[src/rtl/synth_ctl_pkg.sv]
package synth_ctl_pkg;
  typedef enum logic [2:0] {
    ST_IDLE, ST_ADDR, ST_AACK, ST_WBYTE, ST_WACK, ST_RBYTE, ST_RACK
  } bus_st_e;
  localparam logic [4:0] ADDR_PREFIX = 5'b11000;
  localparam logic [1:0] SEL_ANY     = 2'b01;
endpackage

[src/rtl/ctl_sync.sv]
module ctl_sync #(
  parameter int          W       = 1,
  parameter int          STAGES  = 2,
  parameter logic [W-1:0] RST_VAL = '0
) (
  input  logic         clk,
  input  logic         rst_n,
  input  logic [W-1:0] d,
  output logic [W-1:0] q
);
  logic [STAGES-1:0][W-1:0] pipe;

  always_ff @(posedge clk or negedge rst_n) begin
    if (!rst_n) pipe <= {STAGES{RST_VAL}};
    else        pipe <= {pipe[STAGES-2:0], d};
  end

  assign q = pipe[STAGES-1];
endmodule

[src/rtl/band_encode.sv]
module band_encode #(
  parameter int NBAND  = 5,
  localparam int CODE_W = $clog2(NBAND)
) (
  input  logic [NBAND-1:0]  therm,
  output logic [CODE_W-1:0] code
);
  always_comb begin
    code = '0;
    for (int i = 0; i < NBAND; i++) begin
      if (therm[i]) code = CODE_W'(i);
    end
  end
endmodule

[src/rtl/i2c_byte_engine.sv]
module i2c_byte_engine
  import synth_ctl_pkg::*;
(
  input  logic       clk,
  input  logic       rst_n,
  input  logic       scl_s,
  input  logic       sda_s,
  input  logic [1:0] addr_sel,
  input  logic [7:0] status,
  output logic [7:0] wr_byte,
  output logic       wr_vld,
  output logic       frame_edge,
  output logic       rd_done,
  output logic       sda_oe
);
  bus_st_e    st_q, st_n;
  logic [3:0] cnt_q, cnt_n;
  logic [7:0] sh_q, sh_n;
  logic       oe_q, oe_n, rw_q, rw_n, vld_n, done_n, edge_n;
  logic       scl_d, sda_d;
  logic       scl_rise, scl_fall, start_det, stop_det, addr_ok;

  assign scl_rise  = scl_s & ~scl_d;
  assign scl_fall  = ~scl_s & scl_d;
  assign start_det = scl_s & scl_d & sda_d & ~sda_s;
  assign stop_det  = scl_s & scl_d & ~sda_d & sda_s;
  assign addr_ok   = (sh_q[7:3] == ADDR_PREFIX) &&
                     ((addr_sel == SEL_ANY) || (sh_q[2:1] == addr_sel));

  always_comb begin
    st_n = st_q; cnt_n = cnt_q; sh_n = sh_q; oe_n = oe_q; rw_n = rw_q;
    vld_n = 1'b0; done_n = 1'b0; edge_n = 1'b0;
    if (stop_det) begin
      st_n = ST_IDLE; oe_n = 1'b0; edge_n = 1'b1;
    end else if (start_det) begin
      st_n = ST_ADDR; cnt_n = '0; oe_n = 1'b0; edge_n = 1'b1;
    end else begin
      case (st_q)
        ST_ADDR, ST_WBYTE: begin
          if (scl_rise && cnt_q != 4'd8) begin
            sh_n  = {sh_q[6:0], sda_s};
            cnt_n = cnt_q + 4'd1;
          end else if (scl_fall && cnt_q == 4'd8) begin
            cnt_n = '0;
            if (st_q == ST_WBYTE) begin
              st_n = ST_WACK; oe_n = 1'b1; vld_n = 1'b1;
            end else if (addr_ok) begin
              st_n = ST_AACK; oe_n = 1'b1; rw_n = sh_q[0];
              if (sh_q[0]) sh_n = status;
            end else begin
              st_n = ST_IDLE;
            end
          end
        end
        ST_AACK: if (scl_fall) begin
          if (rw_q) begin st_n = ST_RBYTE; oe_n = ~sh_q[7]; end
          else      begin st_n = ST_WBYTE; oe_n = 1'b0;     end
        end
        ST_WACK: if (scl_fall) begin
          st_n = ST_WBYTE; oe_n = 1'b0;
        end
        ST_RBYTE: begin
          if (scl_rise) cnt_n = cnt_q + 4'd1;
          else if (scl_fall) begin
            if (cnt_q == 4'd8) begin
              st_n = ST_RACK; oe_n = 1'b0; cnt_n = '0;
            end else begin
              sh_n = {sh_q[6:0], 1'b0}; oe_n = ~sh_q[6];
            end
          end
        end
        ST_RACK: begin
          if (scl_rise) begin
            done_n = 1'b1;
            if (sda_s) st_n = ST_IDLE;
          end else if (scl_fall) begin
            st_n = ST_RBYTE; sh_n = status; oe_n = ~status[7];
          end
        end
        default: ;
      endcase
    end
  end

  always_ff @(posedge clk or negedge rst_n) begin
    if (!rst_n) begin
      st_q <= ST_IDLE; cnt_q <= '0; sh_q <= '0; oe_q <= 1'b0; rw_q <= 1'b0;
      wr_vld <= 1'b0; rd_done <= 1'b0; frame_edge <= 1'b0;
      scl_d <= 1'b1; sda_d <= 1'b1;
    end else begin
      st_q <= st_n; cnt_q <= cnt_n; sh_q <= sh_n; oe_q <= oe_n; rw_q <= rw_n;
      wr_vld <= vld_n; rd_done <= done_n; frame_edge <= edge_n;
      scl_d <= scl_s; sda_d <= sda_s;
    end
  end

  assign wr_byte = sh_q;
  assign sda_oe  = oe_q;

  assert_oe_scl_low_R11: assert property (@(posedge clk) disable iff (!rst_n)
    (oe_q != $past(oe_q)) |-> !scl_s);
  assert_idle_quiet_R1: assert property (@(posedge clk) disable iff (!rst_n)
    (st_q == ST_IDLE) |-> !oe_q);
endmodule

[src/rtl/synth_ctl_i2c.sv]
module synth_ctl_i2c #(
  parameter int DIV_W  = 15,
  parameter int NPORT  = 6,
  parameter int NSENSE = 3,
  parameter int NBAND  = 5,
  parameter int SYNC_N = 2,
  localparam int CODE_W = $clog2(NBAND),
  localparam int STAT_W = 1 + NSENSE + NBAND
) (
  input  logic              clk,
  input  logic              rst_n,
  input  logic              scl_i,
  input  logic              sda_i,
  output logic              sda_oe,
  input  logic [1:0]        addr_sel,
  input  logic              lock_i,
  input  logic [NSENSE-1:0] port_in,
  input  logic [NBAND-1:0]  therm_i,
  output logic [DIV_W-1:0]  div_ratio,
  output logic              cp_sel,
  output logic [1:0]        test_sel,
  output logic              out_off,
  output logic [NPORT-1:0]  port_drv
);
  logic [1:0] rst_pipe;
  logic       rst_s_n;
  always_ff @(posedge clk or negedge rst_n) begin
    if (!rst_n) rst_pipe <= '0;
    else        rst_pipe <= {rst_pipe[0], 1'b1};
  end
  assign rst_s_n = rst_pipe[1];

  logic              scl_s, sda_s, lock_s;
  logic [NSENSE-1:0] port_s;
  logic [NBAND-1:0]  therm_s;
  logic [CODE_W-1:0] code;

  ctl_sync #(.W(2), .STAGES(SYNC_N), .RST_VAL(2'b11)) u_bus_sync (
    .clk(clk), .rst_n(rst_s_n), .d({scl_i, sda_i}), .q({scl_s, sda_s}));
  ctl_sync #(.W(STAT_W), .STAGES(SYNC_N), .RST_VAL('0)) u_stat_sync (
    .clk(clk), .rst_n(rst_s_n), .d({lock_i, port_in, therm_i}),
    .q({lock_s, port_s, therm_s}));
  band_encode #(.NBAND(NBAND)) u_enc (.therm(therm_s), .code(code));

  logic       por_q, por_n;
  logic [7:0] wr_byte;
  logic       wr_vld, frame_edge, rd_done;

  i2c_byte_engine u_eng (
    .clk(clk), .rst_n(rst_s_n), .scl_s(scl_s), .sda_s(sda_s),
    .addr_sel(addr_sel), .status({por_q, lock_s, port_s, code}),
    .wr_byte(wr_byte), .wr_vld(wr_vld), .frame_edge(frame_edge),
    .rd_done(rd_done), .sda_oe(sda_oe));

  logic             phase_q, phase_n, kind_q, kind_n;
  logic [6:0]       first_q, first_n;
  logic [DIV_W-1:0] div_n;
  logic             cp_n, od_n;
  logic [1:0]       test_n;
  logic [NPORT-1:0] port_n;

  always_comb begin
    phase_n = phase_q; kind_n = kind_q; first_n = first_q;
    div_n = div_ratio; cp_n = cp_sel; test_n = test_sel; od_n = out_off;
    port_n = port_drv;
    por_n = por_q & ~rd_done;
    if (frame_edge) begin
      phase_n = 1'b0;
    end else if (wr_vld) begin
      if (!phase_q) begin
        phase_n = 1'b1; kind_n = wr_byte[7]; first_n = wr_byte[6:0];
      end else begin
        phase_n = 1'b0;
        if (!kind_q) begin
          div_n = DIV_W'({first_q, wr_byte});
        end else begin
          cp_n = first_q[6]; test_n = first_q[5:4]; od_n = first_q[0];
          port_n = NPORT'({wr_byte[7:3], wr_byte[0]});
        end
      end
    end
  end

  always_ff @(posedge clk or negedge rst_s_n) begin
    if (!rst_s_n) begin
      phase_q <= 1'b0; kind_q <= 1'b0; first_q <= '0; por_q <= 1'b1;
      div_ratio <= '0; cp_sel <= 1'b0; test_sel <= '0; out_off <= 1'b0;
      port_drv <= '1;
    end else begin
      phase_q <= phase_n; kind_q <= kind_n; first_q <= first_n; por_q <= por_n;
      div_ratio <= div_n; cp_sel <= cp_n; test_sel <= test_n; out_off <= od_n;
      port_drv <= port_n;
    end
  end

  assert_div_atomic_R3: assert property (@(posedge clk) disable iff (!rst_s_n)
    !$stable(div_ratio) |-> $past(wr_vld && phase_q && !kind_q));
  assert_port_pair_R4: assert property (@(posedge clk) disable iff (!rst_s_n)
    !$stable(port_drv) |-> $past(wr_vld && phase_q && kind_q));
  assert_por_sticky_R8: assert property (@(posedge clk) disable iff (!rst_s_n)
    !$past(por_q) |-> !por_q);
endmodule

[config.mk]
export PLATFORM = sky130hd
export DESIGN_NAME = synth_ctl_i2c
export DESIGN_NICKNAME = d
export VERILOG_FILES = /design/src/rtl/synth_ctl_pkg.sv /design/src/rtl/ctl_sync.sv /design/src/rtl/band_encode.sv /design/src/rtl/i2c_byte_engine.sv /design/src/rtl/synth_ctl_i2c.sv
export SDC_FILE = /design/constraint.sdc
export NUM_CORES = 1
export LEC_CHECK = 0
export BUFFER_PORTS_ARGS = -buffer_cell sky130_fd_sc_hd__buf_2
export CORE_MARGIN = 10
export CORE_UTILIZATION = 25
export CTS_CLUSTER_SIZE = 8
export DETAILED_ROUTE_END_ITERATION = 7
export RECOVER_POWER = 100
export SLEW_MARGIN = 20
export SYNTH_ARGS = -nofsm -noshare
export SYNTH_HDL_FRONTEND = slang
export SYNTH_SLANG_ARGS = --single-unit
[constraint.sdc]
create_clock -name clk -period 2.75 [get_ports clk]
set_clock_uncertainty 0.15 [all_clocks]
set_input_delay 0.1375 -clock clk [delete_from_list [all_inputs] [get_ports clk]]
set_output_delay 0.1375 -clock clk [all_outputs]
set_load 0.005 [all_outputs]
==> out/metrics.yaml, run 1 <==
cts_sinks: 79
syn_inst: 269
ios: 41
ctsLongestPathBuffers: 2
syn_nets: 289
drive_above_1_share_pct: 26.7
final_cell_area_mm2: 0.00427
cts_tree: "yes"
yosysTopAreaCellShare_pct: 47.2
routed_wl_um: 7060
cellLeakagePower_nw: 1.92
worstMarginPinSlew_ns: 1.60
synth.avg_cell_area_um2: 13.0
ctsRootBufferMaster: "clkbuf_16"
path_cells: "inv_1, ha_1, nand2b_1, a32o_1, a21oi_1, a21oi_1, a311oi_1"
fmax_mhz: 413
core_mm2: 0.0138
num_rows: 43
arrival_ns: 2.50
ys_top_cells_by_count: "dfrtp_1, mux2_2, nand2_1"
start_kind: "flop"
grt_pass1_vias: 2374
crit_type: "flop to flop"
synthToLayoutAreaGrowth_pct: 22.1
final.setup.tns_ns: 0
power_density_mw_per_mm2: 695
die-area_mm2: 0.0191
synth_cell_types: 61
synth_most_common_cell: "dfrtp_1"
drtIter0Drc: 86
grtUsageTotal_pct: 7.49
hold_violations: 0
cp.required_ns: 2.83
timing.hold.ws_ns: 0.196
cts_hold_buf: 12
synth_top_area_cell: "dfrtp_1"
end_kind: "flop"
layout_setup_ws_ns: 0.331
setup_viol: 0
synth-seq-cells: 79
vias_per_cell: 4.52
synth_edf_count: 0
violations: "capacitance limit, slew limit"
clk_pin_slew_ns: 0.06
num_vias: 2300
drtAntennaViolNets: 0
hp-class: "flop to flop"
drv_cap: 1
rsz0062_at_grt: "no"
period_needed_ns: 2.42
netlist_area_mm2: 0.00350
n_fill_cell: 1415
portBuffers: 39
numCtsBuffers: 9
ys_warn_count: 0
nets: 344
post-place-ws_ns: 0.448
place_congestion: 0.867
met1Wirelength_um: 3150
irDropWorstVdd_v: 0.000371
initial_utilization_pct: 25.4
grt-ovfl-total: 0
diodes: 0
synth_area_leaders: "dfrtp_1, mux2_2, dfstp_2, mux2_4, ha_1"
max_stage_delay_ns: 0.54
placed_area_mm2: 0.00389
seq_area_frac_synth_pct: 57.0
slew_headroom_pct: -6.38
die_h_um: 138
grt_max_degree: 78
finalPower_mw: 2.97
antenna_found_initial: 0
detailedPlacementHpwl_um: 4920
status: "finished, violations left"
grt_pass1_wl_um: 12200
die_w_um: 138
drv_slew: 78
post_cts_buffers: 0
firstDrtPassIters: 4
min_period_over_period_pct: 88.0
cp_max_fo: 13
clk-insertion-delay-late_ns: 0.33
async_flop_share_pct: 100
slowest_stage: "dfstp_2"
wl_met2_um: 3510
cts-htree-levels: 3
cpMostUsedCell: "a21oi_1"
wl_met3_um: 346
wire_per_inst_um: 13.9
synth_flop_cell: "dfrtp_1"
cts_resized: 0
route.detailed.drc: 0
top_layer_used: "met4"
critical path: cells and delay by family, from the launching register on:
family | cells | cell delay [ns]
and+or+nand+nor | 1 | 0.26
DFF | 1 | 0.54
buffers and inverters | 1 | 0.04
adders and majority gates | 1 | 0.32
AOI/OAI and AO/OA | 4 | 1.00
layout by cell type (no fill, tap or decap), types with 3 or more instances in the layout:
master | Yosys | routed
o21ai_0 | 5 | 6
and3b_1 | 3 | 3
clkbuf_16 | 0 | 9
nand3_1 | 4 | 4
dlygate4sd3_1 | 0 | 12
dfstp_2 | 13 | 9
dfstp_1 | 0 | 4
ha_1 | 5 | 5
nor2_1 | 11 | 11
nand4b_1 | 3 | 3
mux2_2 | 34 | 34
mux2_1 | 2 | 7
o21ai_1 | 4 | 3
inv_1 | 11 | 12
buf_2 | 5 | 17
a21oi_1 | 9 | 10
nor3_1 | 5 | 6
dfrtp_1 | 66 | 65
a22o_1 | 7 | 7
clkbuf_1 | 2 | 23
nor2b_1 | 5 | 5
nand2_1 | 14 | 14
nand2b_1 | 5 | 5
power breakdown:
part | internal, mW | switching, mW
combinational | 0.140 | 0.147
sequential | 1.24 | 0.132
clock | 0.831 | 0.476
total | 2.22 | 0.754
worst paths after layout:
kind	start	to	slack, ns	cells past startpoint
worst max register to register	u_eng.scl_d	u_eng.st_q[2]	0.33	7
worst min register to register	u_stat_sync.pipe[5]	u_stat_sync.q[5]	0.20	0
worst max-delay path	u_eng.scl_d	u_eng.st_q[2]	0.33	7
worst min-delay path	u_stat_sync.pipe[5]	u_stat_sync.q[5]	0.20	0
min in group asynchronous	rst_pipe[1]	div_ratio[12]	0.53	0
max in group asynchronous	rst_pipe[1]	u_eng.cnt_q[1]	0.96	0
cell families (layout without fill, tap and decap cells):
family                     count (synthesis)  in the layout  share of synthesized area, %
adders and majority gates                  6              6                          2.08
muxes                                     43             43                          14.5
AOI/OAI and AO/OA                         50             50                          11.1
and+or+nand+nor                           66             66                          11.6
other                                      1              1                         0.107
buffers and inverters                     22             82                          3.19
xor gates and xnor gates                   2              2                         0.501
DFF                                       79             79                          57.0
through the flow:
step	util, %	cells
after floorplan	-	269
after global placement	28.3	481
after detailed placement	28.3	481
after CTS	31.5	509
after global routing	31.0	509
final	31.0	509
sequential cells by signal, summed over array words and instances, names as in the netlist, 2 cells and up:
register,flops
first_q,7
port_drv,6
u_bus_sync.q,2
u_eng.wr_byte,8
test_sel,2
u_eng.st_q,3
u_stat_sync.q,8
u_stat_sync.pipe,8
rst_pipe,2
u_eng.cnt_q,4
u_bus_sync.pipe,2
div_ratio,15
cell type report:
cell class	count	area (um^2)	area share, %
repair buffers	54	307	7.18
multi-input cells	168	1370	32.0
clock buffers	11	243	5.69
flip-flops and latches	79	1990	46.7
well taps	180	225	5.28
clock inverters	5	88.8	2.08
inverters	12	45.0	1.06
per-layer routing:
layer  track usage [%]  vias to the layer above
met4              2.33                        0
met3              2.16                        7
met1              9.24                     1160
met5                 0                        -
li1                  -                     1082
met2              12.3                       51
(Power assumes the default switching activity.)
==> inputs of run 2 (changes only) <==
--- a/config.mk
+++ b/config.mk
@@ -5,6 +5,7 @@
 export SDC_FILE = /design/constraint.sdc
 export NUM_CORES = 1
 export LEC_CHECK = 0
+export ABC_AREA = 1
 export BUFFER_PORTS_ARGS = -buffer_cell sky130_fd_sc_hd__buf_2
 export CORE_MARGIN = 10
 export CORE_UTILIZATION = 25
==> run 2 against run 1 <==
The flow still finishes with violations (capacitance limit, slew limit). Combinational power up 130%. Cell area down 0.50%. First-iteration DRC count up 81%. Critical path type unchanged. Highest routed layer unchanged.
==> out/metrics.yaml, run 2 <==
diodes: 0
portBuffers: 39
cts-htree-levels: 3
mostFrequentLayoutCells: "nand2_1, dfrtp_1, inv_1"
start_kind: "flop"
ctsRootBufferMaster: "clkbuf_16"
wire_per_inst_um: 11.8
placed_area_mm2: 0.00389
power_frac_comb_pct: 21.2
syn_nets: 412
hp-class: "flop to flop"
timing.hold.ws_ns: 0.196
power_density_mw_per_mm2: 731
grtUsageTotal_pct: 8.49
cts_tree: "yes"
synth-seq-cells: 79
hp-start: "u_stat_sync.pipe[2]"
synth_most_common_cell: "nand2_1"
antenna_found_initial: 0
final.setup.tns_ns: 0
drive_above_1_share_pct: 13.6
final_common_cell: "nand2_1"
seq_area_frac_synth_pct: 57.3
ios: 41
period_needed_ns: 2.24
synth_area_leaders: "dfrtp_1, nand2_1, dfstp_2, o21ai_0, inv_1"
drv_slew: 75
ys_warn_count: 0
synth_top_area_cell: "dfrtp_1"
final_cell_area_mm2: 0.00425
synth_flop_cell: "dfrtp_1"
worstMarginPinSlew_ns: 1.57
initial_utilization_pct: 25.2
drtAntennaViolNets: 0
core_mm2: 0.0138
dp.cells: 607
numCtsBuffers: 9
clk_pin_slew_ns: 0.05
clockPowerShare_pct: 34.6
cts_resized: 0
timing.rr.start: "u_bus_sync.q[1]"
slew_headroom_pct: -4.59
cp.required_ns: 2.82
firstDrtPassIters: 4
cts_sinks: 79
min_period_over_period_pct: 81.6
drv_cap: 1
post_cts_buffers: 0
ctsLongestPathBuffers: 2
vias_per_cell: 4.26
violations: "capacitance limit, slew limit"
largest_reg_flops: 15
grt_pass1_vias: 2701
end_kind: "flop"
synth_cell_types: 29
yosysTopAreaCellShare_pct: 47.5
netlist_area_mm2: 0.00348
die-area_mm2: 0.0190
num_vias: 2704
grt_pass1_wl_um: 13000
cp-startpoint: "u_bus_sync.q[1]"
routed_wl_um: 7490
route.detailed.drc: 0
num_rows: 43
hold_violations: 0
grt-ovfl-total: 0
arrival_ns: 2.31
die_w_um: 138
status: "finished, violations left"
nets: 470
grt_max_degree: 75
netSwitchingFraction_pct: 32.0
internal-power_mw: 2.11
synthToLayoutAreaGrowth_pct: 22.2
setup_viol: 0
synth_edf_count: 0
async_flop_share_pct: 100
detailedPlacementHpwl_um: 5390
pwr-share-seq_pct: 44.2
rsz0062_at_grt: "no"
place_congestion: 0.898
finalNonFillerCells: 635
cellLeakagePower_nw: 2.06
die_h_um: 138
regMostFlops: "div_ratio"
fmax_mhz: 445
ys_top_cells_by_count: "nand2_1, dfrtp_1, o21ai_0"
irDropWorstVdd_v: 0.000480
drtIter0Drc: 156
crit_type: "flop to flop"
synth.avg_cell_area_um2: 8.87
cp_max_fo: 7
syn_inst: 392
clk-insertion-delay-late_ns: 0.33
final_util_pct: 30.8
cts_hold_buf: 12
switchingPower_uw: 992
-- run 2: power by group through the flow --
stage | sequential (mW) | combinational, mW | clock (mW)
2_1_floorplan | 1.34 | 0.542 | 0
3_3_place_gp | 1.39 | 0.654 | 0
3_5_place_dp | 1.39 | 0.658 | 0
4_1_cts | 1.37 | 0.673 | 1.12
5_1_grt | 1.39 | 0.769 | 1.17
6_report | 1.37 | 0.659 | 1.07
-- run 2: layout make-up --
class | instances | area (um^2)
Fill cell | 1485 | 9530
Sequential cell | 79 | 1990
Multi-Input combinational cell | 267 | 1300
Timing Repair Buffer | 53 | 300
Clock buffer | 12 | 246
Tap cell | 180 | 225
Inverter | 40 | 150
Clock inverter | 4 | 30.0
-- run 2: stage by stage --
step           setup WS (ns)  power, mW
2_1_floorplan          0.260       1.89
4_1_cts                0.647       3.17
6_report               0.505       3.10
5_1_grt                0.238       3.33
3_5_place_dp           0.650       2.05
3_3_place_gp           0.653       2.05
-- run 2: per-layer routing --
layer	vias to the layer above	track usage, %	share of wire, %
met5	-	0	0
met4	0	3.30	1.4
met3	10	2.93	7.5
met2	66	12.3	42
met1	1242	11.3	50
li1	1386	-	-
-- run 2: cell families (layout without fill, tap and decap cells) --
kind of cell	Yosys count	count (layout)	share of synthesized area [%]
AND/OR/NAND/NOR	211	211	27.1
flip-flops	79	79	57.3
buffers and inverters	46	109	5.08
AO/OA/AOI/OAI	45	45	7.13
adder cells (fa/ha/maj)	5	5	1.80
multiplexers	3	3	0.972
XOR/XNOR	2	2	0.504
other	1	1	0.108
-- run 2: worst paths after layout --
path                                    endpoint  depth (start not counted)  slack [ns]
worst max register to register     u_eng.st_q[0]                         10        0.51
worst max-delay path               u_eng.st_q[0]                         10        0.51
worst min-delay path            u_stat_sync.q[2]                          0        0.20
min in group asynchronous            rst_pipe[0]                          3        0.49
max in group asynchronous             first_q[6]                          0        0.98
worst min register to register  u_stat_sync.q[2]                          0        0.20
-- run 2: critical path: stages (launching register included) --
cell     delay [ns]
dfstp_1        0.57
ha_1           0.24
nand3_1        0.21
nand2_1        0.28
inv_1          0.17
nand2_1        0.10
nand2_1        0.08
inv_1          0.09
nand3_1        0.11
nand2_1        0.08
nand2_1        0.05
